## config.mk

```make
export PLATFORM = sky130hd
export DESIGN_NAME = bcd_bin_adder
export DESIGN_NICKNAME = d
export VERILOG_FILES = /design/src/rtl/bcd_add_pkg.sv /design/src/rtl/sel_group.sv /design/src/rtl/carry_tree.sv /design/src/rtl/bcd_bin_adder.sv
export SDC_FILE = /design/constraint.sdc
export NUM_CORES = 1
export LEC_CHECK = 0
export CORE_ASPECT_RATIO = 0.75
export CORE_MARGIN = 5
export CORE_UTILIZATION = 52
export DETAILED_ROUTE_END_ITERATION = 12
export GPL_TIMING_DRIVEN = 0
export PLACE_DENSITY = 0.92
export SYNTH_ARGS = -nofsm -noshare
export SYNTH_HDL_FRONTEND = slang
export SYNTH_SLANG_ARGS = --single-unit
```

## constraint.sdc

```tcl
create_clock -name vclk -period 20.3
set_clock_uncertainty 0.2 [all_clocks]
set_input_delay 4.06 -clock vclk [all_inputs]
set_output_delay 4.06 -clock vclk [all_outputs]
set_load 0.1 [all_outputs]
```

## src/rtl/bcd_add_pkg.sv

```systemverilog
package bcd_add_pkg;
  localparam int GRP_W = 4;
  localparam logic [3:0] SPEC_BIAS = 4'd6;
  localparam logic [3:0] MAX_DIGIT = 4'd9;
endpackage

```

## src/rtl/sel_group.sv

```systemverilog
module sel_group
  import bcd_add_pkg::*;
(
  input  logic [GRP_W-1:0] a_i,
  input  logic [GRP_W-1:0] b_i,
  input  logic             dec_i,
  input  logic             cin_i,
  output logic [GRP_W-1:0] sum_o,
  output logic             gen_o,
  output logic             prop_o,
  output logic             cout_o
);
  logic [GRP_W-1:0] a_spec;
  logic [GRP_W:0]   raw_c0;
  logic [GRP_W:0]   raw_c1;
  logic [GRP_W:0]   picked;

  always_comb begin
    // speculative bias applied to one operand only
    a_spec = dec_i ? (a_i + SPEC_BIAS) : a_i;
    raw_c0 = {1'b0, a_spec} + {1'b0, b_i};
    raw_c1 = {1'b0, a_spec} + {1'b0, b_i} + {{GRP_W{1'b0}}, 1'b1};
    gen_o  = raw_c0[GRP_W];
    prop_o = (raw_c0[GRP_W-1:0] == {GRP_W{1'b1}});
    picked = cin_i ? raw_c1 : raw_c0;
    cout_o = picked[GRP_W];
    if (dec_i && !picked[GRP_W]) sum_o = picked[GRP_W-1:0] - SPEC_BIAS;
    else                         sum_o = picked[GRP_W-1:0];
  end

  always_comb begin
    // selected carry must agree with what the tree was told
    p_sel_carry_r3: assert (cout_o == (gen_o | (prop_o & cin_i)))
      else $error("group carry-out disagrees with generate/propagate");
    if (dec_i && (a_i <= MAX_DIGIT) && (b_i <= MAX_DIGIT)) begin
      p_digit_range_r4: assert (sum_o <= MAX_DIGIT)
        else $error("decimal digit out of range");
    end
  end
endmodule

```

## src/rtl/carry_tree.sv

```systemverilog
module carry_tree #(
  parameter int NG = 8
) (
  input  logic [NG-1:0] g_i,
  input  logic [NG-1:0] p_i,
  output logic [NG:0]   c_o
);
  localparam int LV = (NG > 1) ? $clog2(NG) : 1;

  wire [NG-1:0] gl [0:LV];
  wire [NG-1:0] pl [0:LV];

  assign gl[0] = g_i;
  assign pl[0] = p_i;

  genvar lv, i;
  generate
    for (lv = 0; lv < LV; lv++) begin : g_lvl
      localparam int DIST = 1 << lv;
      for (i = 0; i < NG; i++) begin : g_node
        if (i >= DIST) begin : g_merge
          assign gl[lv+1][i] = gl[lv][i] | (pl[lv][i] & gl[lv][i-DIST]);
          assign pl[lv+1][i] = pl[lv][i] & pl[lv][i-DIST];
        end else begin : g_pass
          assign gl[lv+1][i] = gl[lv][i];
          assign pl[lv+1][i] = pl[lv][i];
        end
      end
    end
  endgenerate

  assign c_o = {gl[LV], 1'b0};

  always_comb begin
    for (int k = 0; k < NG; k++) begin
      p_gp_excl_r3: assert (!(g_i[k] & p_i[k]))
        else $error("group both generates and propagates");
      p_ripple_match_r3: assert (c_o[k+1] == (g_i[k] | (p_i[k] & c_o[k])))
        else $error("prefix carry differs from ripple carry");
    end
  end
endmodule

```

## src/rtl/bcd_bin_adder.sv

```systemverilog
module bcd_bin_adder
  import bcd_add_pkg::*;
#(
  parameter int W = 32
) (
  input  logic [W-1:0] op_a,
  input  logic [W-1:0] op_b,
  input  logic         dec_mode,
  output logic [W-1:0] sum_o,
  output logic         carry_o
);
  localparam int NG = W / GRP_W;

  logic [NG-1:0] grp_g;
  logic [NG-1:0] grp_p;
  logic [NG-1:0] grp_co;
  logic [NG:0]   grp_c;

  carry_tree #(.NG(NG)) u_tree (
    .g_i (grp_g),
    .p_i (grp_p),
    .c_o (grp_c)
  );

  genvar gi;
  generate
    for (gi = 0; gi < NG; gi++) begin : g_grp
      sel_group u_grp (
        .a_i    (op_a[gi*GRP_W +: GRP_W]),
        .b_i    (op_b[gi*GRP_W +: GRP_W]),
        .dec_i  (dec_mode),
        .cin_i  (grp_c[gi]),
        .sum_o  (sum_o[gi*GRP_W +: GRP_W]),
        .gen_o  (grp_g[gi]),
        .prop_o (grp_p[gi]),
        .cout_o (grp_co[gi])
      );
    end
  endgenerate

  assign carry_o = grp_co[NG-1];

  logic [W:0] bin_ref;
  always_comb begin
    bin_ref = {1'b0, op_a} + {1'b0, op_b};
    if (!dec_mode) begin
      p_bin_sum_r1: assert ({carry_o, sum_o} == bin_ref)
        else $error("binary mode result mismatch");
    end
    p_top_carry_r3: assert (carry_o == grp_c[NG])
      else $error("top carry-out differs from tree carry");
  end
endmodule

```

## Word-level counts from Yosys, hierarchy flattened

Index checks and enable logic that the tools add are counted.

| storage, ports and cells | value |
|---|---|
| output and inout port bits | 33 |
| register bits after elaboration | 0 |
| logic and storage cells | 112 |
| input port bits | 65 |

| cells by class | value |
|---|---|
| multiplexer cells | 23 |
| bitwise gates (word level) | 36 |
| add/subtract/negate cells | 31 |
| reduce and logical (&&, ||, !) cells | 16 |
| equal/unequal tests | 6 |

Operator list:

| kind | count |
|---|---|
| $mux 4 | 16 |
| $add 4x4->5 | 8 |
| $add 5x1->5 const B | 7 |
| $mux 5 | 7 |
| $add 4x3->4 const B | 8 |
| $sub 4x3->4 const B | 8 |
| $eq 4x4->1 const B | 6 |
| $and 1x1->1 | 22 |
| $or 1x1->1 | 14 |
| $logic_and 1x1->1 | 8 |
| $logic_not 1->1 | 8 |

## Logic depth before layout (Yosys ltp)

Gate-level depths: netlist of run 1.

| depth | value |
|---|---|
| depth in word-level cells | 13 |
| mapped depth | 20 |
| depth with buffers taken out | 20 |

## Modules after synthesis

Synthesis of run 1 repeated with hierarchy kept, for this count alone.

| second synthesis, totals | value |
|---|---|
| cell total of the unflattened synthesis | 463 |
| area, all modules | 3837.4 µm² |

Modules (own cells, without submodules):

| module | area an instance (µm²) | cells each | instances | sequential area each (µm²) |
|---|---|---|---|---|
| sel_group | 465.4 | 56 | 8 | 0.0 |
| carry_tree | 113.9 | 15 | 1 | 0.0 |

## Worst setup path after synthesis of run 1

No wires, ideal clock.

| path | value |
|---|---|
| kind | input to output |
| start point | input port dec_mode |
| end point | output port sum_o[31] |
| path slack | 6607 ps |
| cell stages on the path | 19 |
| path buffers | 1 |
| data required time | 16040 ps |
| arrival | 9433 ps |
| cells stage by stage | buf_1 > xor2_1 > inv_1 > fa_1 > inv_1 > ha_1 > o311a_2 > or4b_4 > a2111oi_4 > o21ai_2 > o21ai_2 > a31o_2 > mux2_2 > ha_1 > nor2_1 > nand2_1 > nor2_1 > a21oi_1 > o211ai_1 |

| between the ends | value |
|---|---|
| cells in the longest elaborated chain, start to end | 12 |

RTL lines:

| item | line | source |
|---|---|---|
| start: declaration | bcd_bin_adder.sv:8 | `input logic dec_mode,` |
| parallel branches: the longest is 11 deep, another holds $add 4x4->5 | n/a |  |
| $mux 4 (*) | sel_group.sv:27 | `if (dec_i && !picked[GRP_W]) sum_o = picked[GRP_W-1:0] - SPEC_BIAS;` |
| end: declaration | bcd_bin_adder.sv:9 | `output logic [W-1:0] sum_o,` |

Mark *: on every way between the ends.

## Worst setup path after layout of run 1

Same ends and word-level chain as after synthesis.

==> results by group, run 1 <==
Run status
  • Status: complete, no violations

Timing
  • Hold slack final: 9.572 ns
  • Slew margin rel.: 32.71%
  • Setup-failing EPs final: 0
  • Setup TNS: 0 ns
  • Achievable Freq: 0.06536 GHz
  • Min Tclk post-route: 15.30 ns
  • Fin crit share: between 70% and 80%
  • Final Max Tran Viols: 0
  • Worst slew pin tran: around 1.0 ns
  • RSZ-0062 raised after global routing: false
  • Final Hold Viols: 0

Global route
  • Pin count of the biggest net entering global routing: 11
  • Grt ovf: 0
  • First-pass GRT wire length: 12.60 mm
  • Vias in the first global route: around 3000
  • Tot GR Track Use: 21.38%
  • Initial antenna violation count: 0

Hold path
  • Hold Path Class: input pin to primary output

Finish
  • Number of sequential cells: 0
  • Clock buffers: 0
  • Finished Core Util: 73.52%
  • Register cell area after layout: 0 µm²
  • Share of cells above drive strength 1: 8.172%
  • Area delta synth->final: 37.58%
  • # diodes: 0
  • Layout Nets: 595

Pwr
  • P_sw: 319.6 µW
  • Sw frac: ~72%
  • Combinational fraction of design power: 100.0%
  • P_leak: ~1.8 nW
  • Peak supply drop: 0.1054 mV
  • Cell Pwr Density: 113.5 nW/µm²
  • Sequential Power Share: 0%
  • Clock power frac: 0%
  • Internal power: 126.9 µW

Place
  • Input/output buffers: 98
  • DP HPWL: 6.916 mm
  • GPL Wtd Cong: 0.9247

Synthesis
  • Synth cell types: between 50 and 60
  • Netlist Area Pre-Place: 2860 µm²
  • Mean Syn Cell Area: 7.794 µm²
  • Syn_nets: 495
  • Sequential element share of the synthesized area: 0%
  • Cells after Synth: 367
  • Synth warn: 0

Floorplan
  • Ports: slightly below 100
  • Die ar.: 7099 µm²
  • Core Box Area: 5353 µm²
  • Die width: 95.64 µm
  • Die height: 74.23 µm
  • Row count: 23
  • Starting Density: between 50% and 60%

Drt
  • Routed wire per std cell: 14.19 µm
  • Vias: 2902
  • TritonRoute pass-1 iters: 5
  • Iter 0 DRT Violations: 107
  • DRC viols: 0
  • WL final: 7.660 mm
  • DRT antenna net count: 0
  • DR vias/cell: 5.374

Critical path
  • CP max stage delay: 1.18 ns
  • Startpoint types: input pin
  • CP endpoint kind: primary output
  • Critical path origin: dec_mode
  • Worst setup endpoint: sum_o[31]
  • Worst EP arrival: ~11 ns
  • Critical Path RT: 16.04 ns
  • CP Class: input pin to primary output
  • Max FO, Critical Path: 10
  • CP Cell Sequence: clkdlybuf4s50_1 > buf_1 > xor2_1 > inv_1 > fa_1 > inv_1 > ha_1 > o311a_2 > or4b_4 > a2111oi_4 > o21ai_2 > o21ai_2 > a31o_2 > mux2_2 > ha_1 > nor2_1 > nand2_1 > a2111oi_0 > o31ai_1 > o211ai_1 > clkdlybuf4s50_1
  • CP max-delay cell: clkdlybuf4s50_1

Clock tree
  • # Post-CTS Setup Buffers: 0
  • # hold bufs at CTS: 0
  • Post-cts resize count: 0

Flow run
  • MaxCap Viol Count: 0
==> power by group through the flow <==
stage | Clock, mW | Sequential (mW) | Combinational, mW
2_1_floorplan | 0 | 0 | 0.348
3_3_place_gp | 0 | 0 | 0.435
3_5_place_dp | 0 | 0 | 0.446
4_1_cts | 0 | 0 | 0.447
5_1_grt | 0 | 0 | 0.468
6_report | 0 | 0 | 0.447
==> cells in the final DEF, fill, tap and decap left out, types with 10 or more instances in the layout <==
cell type        instances
a21oi_1                 21
clkdlybuf4s50_1         98
ha_1                    55
inv_1                   52
mux2_2                  10
nand2_1                 23
nand2b_1                10
nor2_1                  18
o21ai_0                 16
xnor2_1                 40
xor2_1                  27
==> cell usage after synthesis (3+ instances only) <==
cell      number  share of area, %
ha_1          55                24
inv_1         52               6.8
xnor2_1       40                12
xor2_1        27               8.3
nand2_1       23               3.0
a21oi_1       21               3.7
nor2_1        18               2.4
o21ai_0       16               2.8
mux2_2        10               3.9
nand2b_1      10               2.2
fa_1           8               5.6
nand3_1        7               1.2
a21o_1         6               1.6
nand4_1        6               1.3
mux2i_1        5               1.7
or2b_2         5               1.5
nor2b_1        4              0.87
and3_1         3              0.66
or2_2          3              0.66
xnor2_2        3               1.7
==> final cells by class <==
class              instances  area, µm²
plain buffers              3      11.26
fillers                  432       1418
inverters                 53      198.9
multi-input cells        311       2650
well taps                 75      93.84
repair buffers            98      980.9
==> worst max-delay path: cells and delay by family <==
kind	cells	cell delay, ns
buf+inv	5	2.60
xor+xnor	1	0.26
simple gates	3	0.83
compound gates	8	2.08
fa+ha+maj	3	0.81
mux	1	0.37
==> layer usage <==
layer	GRT usage (%)	part of all wire, %	vias to the layer above
met1	25.47	41	1333
met5	0	0	-
met3	1.011	7.0	12
met4	4.259	1.0	0
li1	-	-	1455
met2	42.45	51	102
==> cell families after synthesis <==
group	Yosys count	share of synthesized area, %
AND/OR/NAND/NOR	95	18.59
adder cells (fa/ha/maj)	63	29.66
AO/OA/AOI/OAI	67	16.10
buffers and inverters	56	7.349
XOR/XNOR	70	22.22
multiplexers	16	6.081
==> metrics by stage <==
step	power [mW]	setup slack [ns]	cell area (µm²)	cells
floorplan	0.3479	6.607	2860	367
CTS	0.4472	5.059	3935	540
global placement	0.4346	5.302	3935	540
finish	0.4466	5.000	3935	540
global route	0.4683	4.609	3935	540
detailed placement	0.4461	5.072	3935	540
==> how the worst min path moves through the flow <==
stage          startpoint       end  cells past startpoint  slack (ns)
2_1_floorplan     op_b[0]  sum_o[0]                      1        8.46
3_3_place_gp      op_b[0]  sum_o[0]                      3        9.54
3_5_place_dp      op_b[0]  sum_o[0]                      3        9.58
4_1_cts           op_b[0]  sum_o[0]                      3        9.58
5_1_grt           op_b[0]  sum_o[0]                      3        9.59
6_report          op_b[0]  sum_o[0]                      3        9.57
(Power assumes the default switching activity.)
==> run 2, diff against run 1 <==
--- a/config.mk
+++ b/config.mk
@@ -7,10 +7,10 @@
 export LEC_CHECK = 0
 export CORE_ASPECT_RATIO = 0.75
 export CORE_MARGIN = 5
-export CORE_UTILIZATION = 52
+export CORE_UTILIZATION = 49
 export DETAILED_ROUTE_END_ITERATION = 12
 export GPL_TIMING_DRIVEN = 0
-export PLACE_DENSITY = 0.92
+export PLACE_DENSITY = 0.87
 export SYNTH_ARGS = -nofsm -noshare
 export SYNTH_HDL_FRONTEND = slang
 export SYNTH_SLANG_ARGS = --single-unit
==> constraint.sdc (replaced) <==
create_clock -name vclk -period 15
set_clock_uncertainty 0.2 [all_clocks]
set_input_delay 3 -clock vclk [all_inputs]
set_output_delay 3 -clock vclk [all_outputs]
set_load 0.1 [all_outputs]
==> run 2 against run 1 <==
- core utilization down 4.8 points
- routed wire length is 3.3% lower
- first-iteration DRC count is 49% lower
- largest power group unchanged
==> results by group, run 2 (same netlist as run 1, synthesis figures left out) <==
Critical path
  • CP endpoint kind: primary output
  • Max FO, Critical Path: 10 (unchanged)
  • CP Class: input pin to primary output
  • Critical Path RT: 11.80 ns (-4.24 ns)
  • Startpoint types: input pin
  • Worst EP arrival: 9.91 ns (-1.13 ns)

Drt
  • Vias: 2865 (-1.3%)
  • DR vias/cell: 5.276 (-1.8%)
  • DRC viols: 0 (unchanged)
  • DRT antenna net count: 0 (unchanged)
  • Routed wire per std cell: 13.64 µm (-3.9%)
  • Iter 0 DRT Violations: 55 (-49%)
  • TritonRoute pass-1 iters: 4 (-1)
  • WL final: 7.404 mm (-3.3%)

Finish
  • Most common cell after layout, fill and taps aside: clkdlybuf4s50_1
  • Share of cells above drive strength 1: 8.172% (unchanged)
  • Layout Nets: 595 (unchanged)
  • Number of sequential cells: 0 (unchanged)
  • Most frequent cells in the layout: clkdlybuf4s50_1, ha_1, inv_1
  • Finished Core Util: 68.67% (-4.8 points)
  • Register cell area after layout: 0 µm² (unchanged)
  • Fillcell total: 455 (+5.3%)
  • # diodes: 0 (unchanged)
  • Clock buffers: 0 (unchanged)
  • Area delta synth->final: 37.71% (about the same)

Timing
  • Min Tclk post-route: 13.11 ns
  • Fin crit share: 87.40%
  • Hold slack final: 7.436 ns (-2.136 ns)
  • Worst setup margin: 1.890 ns (-3.110 ns)
  • Setup-failing EPs final: 0 (unchanged)
  • Final Hold Viols: 0 (unchanged)
  • Final Max Tran Viols: 0 (unchanged)
  • Slew margin rel.: 33.10% (+0.39 points)
  • Setup TNS: 0 ns (unchanged)
  • RSZ-0062 raised after global routing: false
  • Achievable Freq: 0.07628 GHz
  • Worst slew pin tran: 1.000 ns (-0.005788 ns)

Floorplan
  • Core Box Area: 5736 µm² (+7.2%)
  • Ports: 98 (unchanged)
  • Die width: 98.22 µm (+2.7%)
  • Die ar.: 7481 µm² (+5.4%)
  • Die height: 76.17 µm (+2.6%)
  • Row count: 24 (+4.3%)
  • Starting Density: 49.87% (-3.6 points)

Place
  • DP HPWL: 6.687 mm (-3.3%)
  • GPL Wtd Cong: 0.8781 (-5.0%)
  • Input/output buffers: 98 (unchanged)
  • Pre-CTS setup slack: 1.952 ns (-3.120 ns)

Pwr
  • P_leak: 1.813 nW (unchanged)
  • Peak supply drop: 0.1308 mV (+24%)
  • Total power: 600.4 µW (+34%)
  • Cell Pwr Density: 152.4 nW/µm² (+34%)

Clock tree
  • # hold bufs at CTS: 0 (unchanged)
  • Post-cts resize count: 0 (unchanged)
  • # Post-CTS Setup Buffers: 0 (unchanged)

Flow run
  • MaxCap Viol Count: 0 (unchanged)

Global route
  • Pin count of the biggest net entering global routing: 11 (unchanged)
  • Grt ovf: 0 (unchanged)
  • Tot GR Track Use: 18.73% (-2.7 points)
  • Initial antenna violation count: 0 (unchanged)
  • First-pass GRT wire length: 12.39 mm (-1.6%)
  • Vias in the first global route: 2846 (-4.9%)

Hold path
  • Hold Path Class: input pin to primary output

Run status
  • Status: complete, no violations
==> run 2: cell type report <==
cell class                 instances  area [µm²]  share of cell area (%)
buffer                             3       11.26                  0.2859
inverter                          53       198.9                   5.051
multi-input combinational        311        2650                   67.28
tap                               78       97.59                   2.478
timing repair buffer              98       980.9                   24.90
==> run 2: metal layers <==
metal | up-vias | track usage [%] | routed length, µm
li1 | 1455 | - | -
met1 | 1309 | 23.33 | 3226
met2 | 92 | 34.85 | 3613
met3 | 9 | 2.562 | 489
met4 | 0 | 2.592 | 76
met5 | - | 0 | 0
==> run 2: path summary, 6_finish.rpt <==
check	slack [ns]	endpoint	cells past startpoint	from
setup / recovery	1.89	sum_o[31]	21	dec_mode
hold / removal	7.44	sum_o[0]	3	op_b[0]
==> run 2: power breakdown <==
group          switching, mW  total [mW]  internal, mW
clock                      0           0             0
combinational          0.430       0.600         0.170
sequential                 0           0             0
total                  0.430       0.600         0.170
==> run 2: per-stage QoR <==
stage / instance area (µm²) / cells
after floorplan: 2860 / 367
after detailed placement: 3939 / 543
after global routing: 3939 / 543
after CTS: 3939 / 543
final: 3939 / 543
after global placement: 3939 / 543
==> run 2: critical path, stage by stage <==
cell and delay, ns:
clkdlybuf4s50_1 0.61, buf_1 0.61, xor2_1 0.27, inv_1 0.10, fa_1 0.48, inv_1 0.09, ha_1 0.14, o311a_2 0.22
or4b_4 0.50, a2111oi_4 0.39, o21ai_2 0.15, o21ai_2 0.34, a31o_2 0.27, mux2_2 0.36, ha_1 0.18, nor2_1 0.15
nand2_1 0.15, a2111oi_0 0.44, o31ai_1 0.15, o211ai_1 0.13, clkdlybuf4s50_1 1.18
==> run 3, diff against run 2 <==
--- a/config.mk
+++ b/config.mk
@@ -6,7 +6,6 @@
 export NUM_CORES = 1
 export LEC_CHECK = 0
 export CORE_ASPECT_RATIO = 0.75
-export CORE_MARGIN = 5
 export CORE_UTILIZATION = 49
 export DETAILED_ROUTE_END_ITERATION = 12
 export GPL_TIMING_DRIVEN = 0
==> run 3 against run 2 <==
- die area fell by 18%
- count of clock-buffer cells in the layout did not move
- critical path depth did not move
- worst hold slack improved by 0.021 ns
- combinational power barely moved
- design area barely moved
- critical path type unchanged
- largest power group unchanged
==> results by group, run 3 (same netlist as run 1, synthesis figures left out) <==
Run status
  • Status: complete, no violations

Critical path
  • Max FO, Critical Path: 10 (unchanged)
  • CP Class: input pin to primary output
  • Startpoint types: input pin
  • Worst EP arrival: 9.85 ns (-0.06 ns)
  • Critical Path RT: 11.80 ns (about the same)
  • CP endpoint kind: primary output

Finish
  • Clock buffers: 0 (unchanged)
  • Register cell area after layout: 0 µm² (unchanged)
  • Share of cells above drive strength 1: 8.172% (unchanged)
  • Most frequent cells in the layout: clkdlybuf4s50_1, ha_1, inv_1
  • Number of sequential cells: 0 (unchanged)
  • Most common cell after layout, fill and taps aside: clkdlybuf4s50_1
  • # diodes: 0 (unchanged)
  • Final instance count without filler cells: 540 (-0.55%)
  • Fillcell total: 449 (-1.3%)
  • Layout Nets: 595 (unchanged)
  • Area delta synth->final: 37.58% (about the same)

Place
  • DP HPWL: 6.236 mm (-6.7%)
  • Placed cells: 540 (-0.55%)
  • GPL Wtd Cong: 0.7934 (-9.6%)
  • Input/output buffers: 98 (unchanged)

Floorplan
  • Die height: 68.17 µm (-11%)
  • Starting Density: 52.31% (+2.4 points)
  • Row count: 23 (-4.2%)
  • Die ar.: 6150 µm² (-18%)
  • Core Box Area: 5468 µm² (-4.7%)
  • Ports: 98 (unchanged)
  • Die width: 90.22 µm (-8.1%)

Clock tree
  • Post-cts resize count: 0 (unchanged)
  • # Post-CTS Setup Buffers: 0 (unchanged)
  • # hold bufs at CTS: 0 (unchanged)

Pwr
  • Combinational fraction of design power: 100.0% (about the same)
  • Sequential Power Share: 0% (unchanged)
  • P_sw: 427.8 µW (-0.49%)
  • Total power: 598.3 µW (-0.34%)
  • Peak supply drop: 0.09091 mV (-31%)
  • Cell Pwr Density: 152.1 nW/µm² (-0.24%)
  • Clock power frac: 0% (unchanged)
  • Sw frac: 71.49% (-0.11 points)
  • P_leak: 1.813 nW (unchanged)
  • Internal power: 170.6 µW (about the same)

Timing
  • Final Hold Viols: 0 (unchanged)
  • Final Max Tran Viols: 0 (unchanged)
  • Fin crit share: 86.99% (-0.41 points)
  • Slew margin rel.: 32.02% (-1.1 points)
  • Setup-failing EPs final: 0 (unchanged)
  • RSZ-0062 raised after global routing: false
  • Worst slew pin tran: 1.017 ns (+0.01615 ns)
  • Setup TNS: 0 ns (unchanged)
  • Min Tclk post-route: 13.05 ns (-0.06179 ns)
  • Achievable Freq: 0.07664 GHz (+0.47%)
  • Hold slack final: 7.457 ns (+0.02076 ns)

Global route
  • Met1 global-route usage: 27.74% (+4.4 points)
  • Grt ovf: 0 (unchanged)
  • GRT busiest layer: met2
  • Vias in the first global route: 2697 (-5.2%)
  • Pin count of the biggest net entering global routing: 11 (unchanged)
  • Routing usage on met2: 45.04% (+10 points)
  • First-pass GRT wire length: 11.35 mm (-8.4%)
  • Grt met3 use: 0.4444% (-2.1 points)
  • Initial antenna violation count: 0 (unchanged)
  • Tot GR Track Use: 22.42% (+3.7 points)

Drt
  • DRT antenna net count: 0 (unchanged)
  • Routed wire per std cell: 12.81 µm (-6.1%)
  • DRC viols: 0 (unchanged)
  • DR vias/cell: 5.269 (-0.15%)
  • WL final: 6.917 mm (-6.6%)
  • TritonRoute pass-1 iters: 4 (unchanged)
  • Vias: 2845 (-0.70%)
  • Iter 0 DRT Violations: 76 (+38%)

Flow run
  • MaxCap Viol Count: 0 (unchanged)

Hold path
  • Hold Path Class: input pin to primary output
-- run 3: cell counts in the layout (fill, tap and decap cells not counted) --
No cell type changed its count.
-- run 3: area by class of cell --
class | instances | area [µm²] | share of cell area, %
multi-input cells | 311 | 2650 | 67.35
repair buffers | 98 | 980.9 | 24.93
inverters | 53 | 198.9 | 5.056
well taps | 75 | 93.84 | 2.385
plain buffers | 3 | 11.26 | 0.2862
-- run 3: final timing paths --
kind	start	endpoint	slack [ns]	depth (start not counted)
setup / recovery	dec_mode	sum_o[31]	1.95	21
hold / removal	op_b[0]	sum_o[0]	7.46	3
-- run 3: critical path: stages --
cell and delay [ns]:
clkdlybuf4s50_1 0.60, buf_1 0.63, xor2_1 0.27, inv_1 0.09
fa_1 0.48, inv_1 0.09, ha_1 0.14, o311a_2 0.22
or4b_4 0.49, a2111oi_4 0.39, o21ai_2 0.15, o21ai_2 0.36
a31o_2 0.28, mux2_2 0.36, ha_1 0.19, nor2_1 0.16
nand2_1 0.14, a2111oi_0 0.41, o31ai_1 0.13, o211ai_1 0.11
clkdlybuf4s50_1 1.16
-- run 3: power groups by stage --
stage | Sequential [mW] | Combinational [mW] | Clock [mW]
2_1_floorplan | 0 | 0.471 | 0
3_3_place_gp | 0 | 0.586 | 0
3_5_place_dp | 0 | 0.598 | 0
4_1_cts | 0 | 0.600 | 0
5_1_grt | 0 | 0.630 | 0
6_report | 0 | 0.598 | 0
-- run 3: per-layer routing --
metal  up-vias  wire length, µm
met4         0               95
met2        78             3319
li1       1454                -
met1      1305             3210
met3         8              291
met5         -                0
-- run 3: stage by stage --
stage          setup WS (ns)  util (%)  cell area [µm²]
3_5_place_dp           1.971     71.97             3935
3_3_place_gp           2.099     71.97             3935
6_report               1.952     71.97             3935
4_1_cts                1.944     71.97             3935
5_1_grt                1.546     71.97             3935
2_1_floorplan          3.427         -             2860
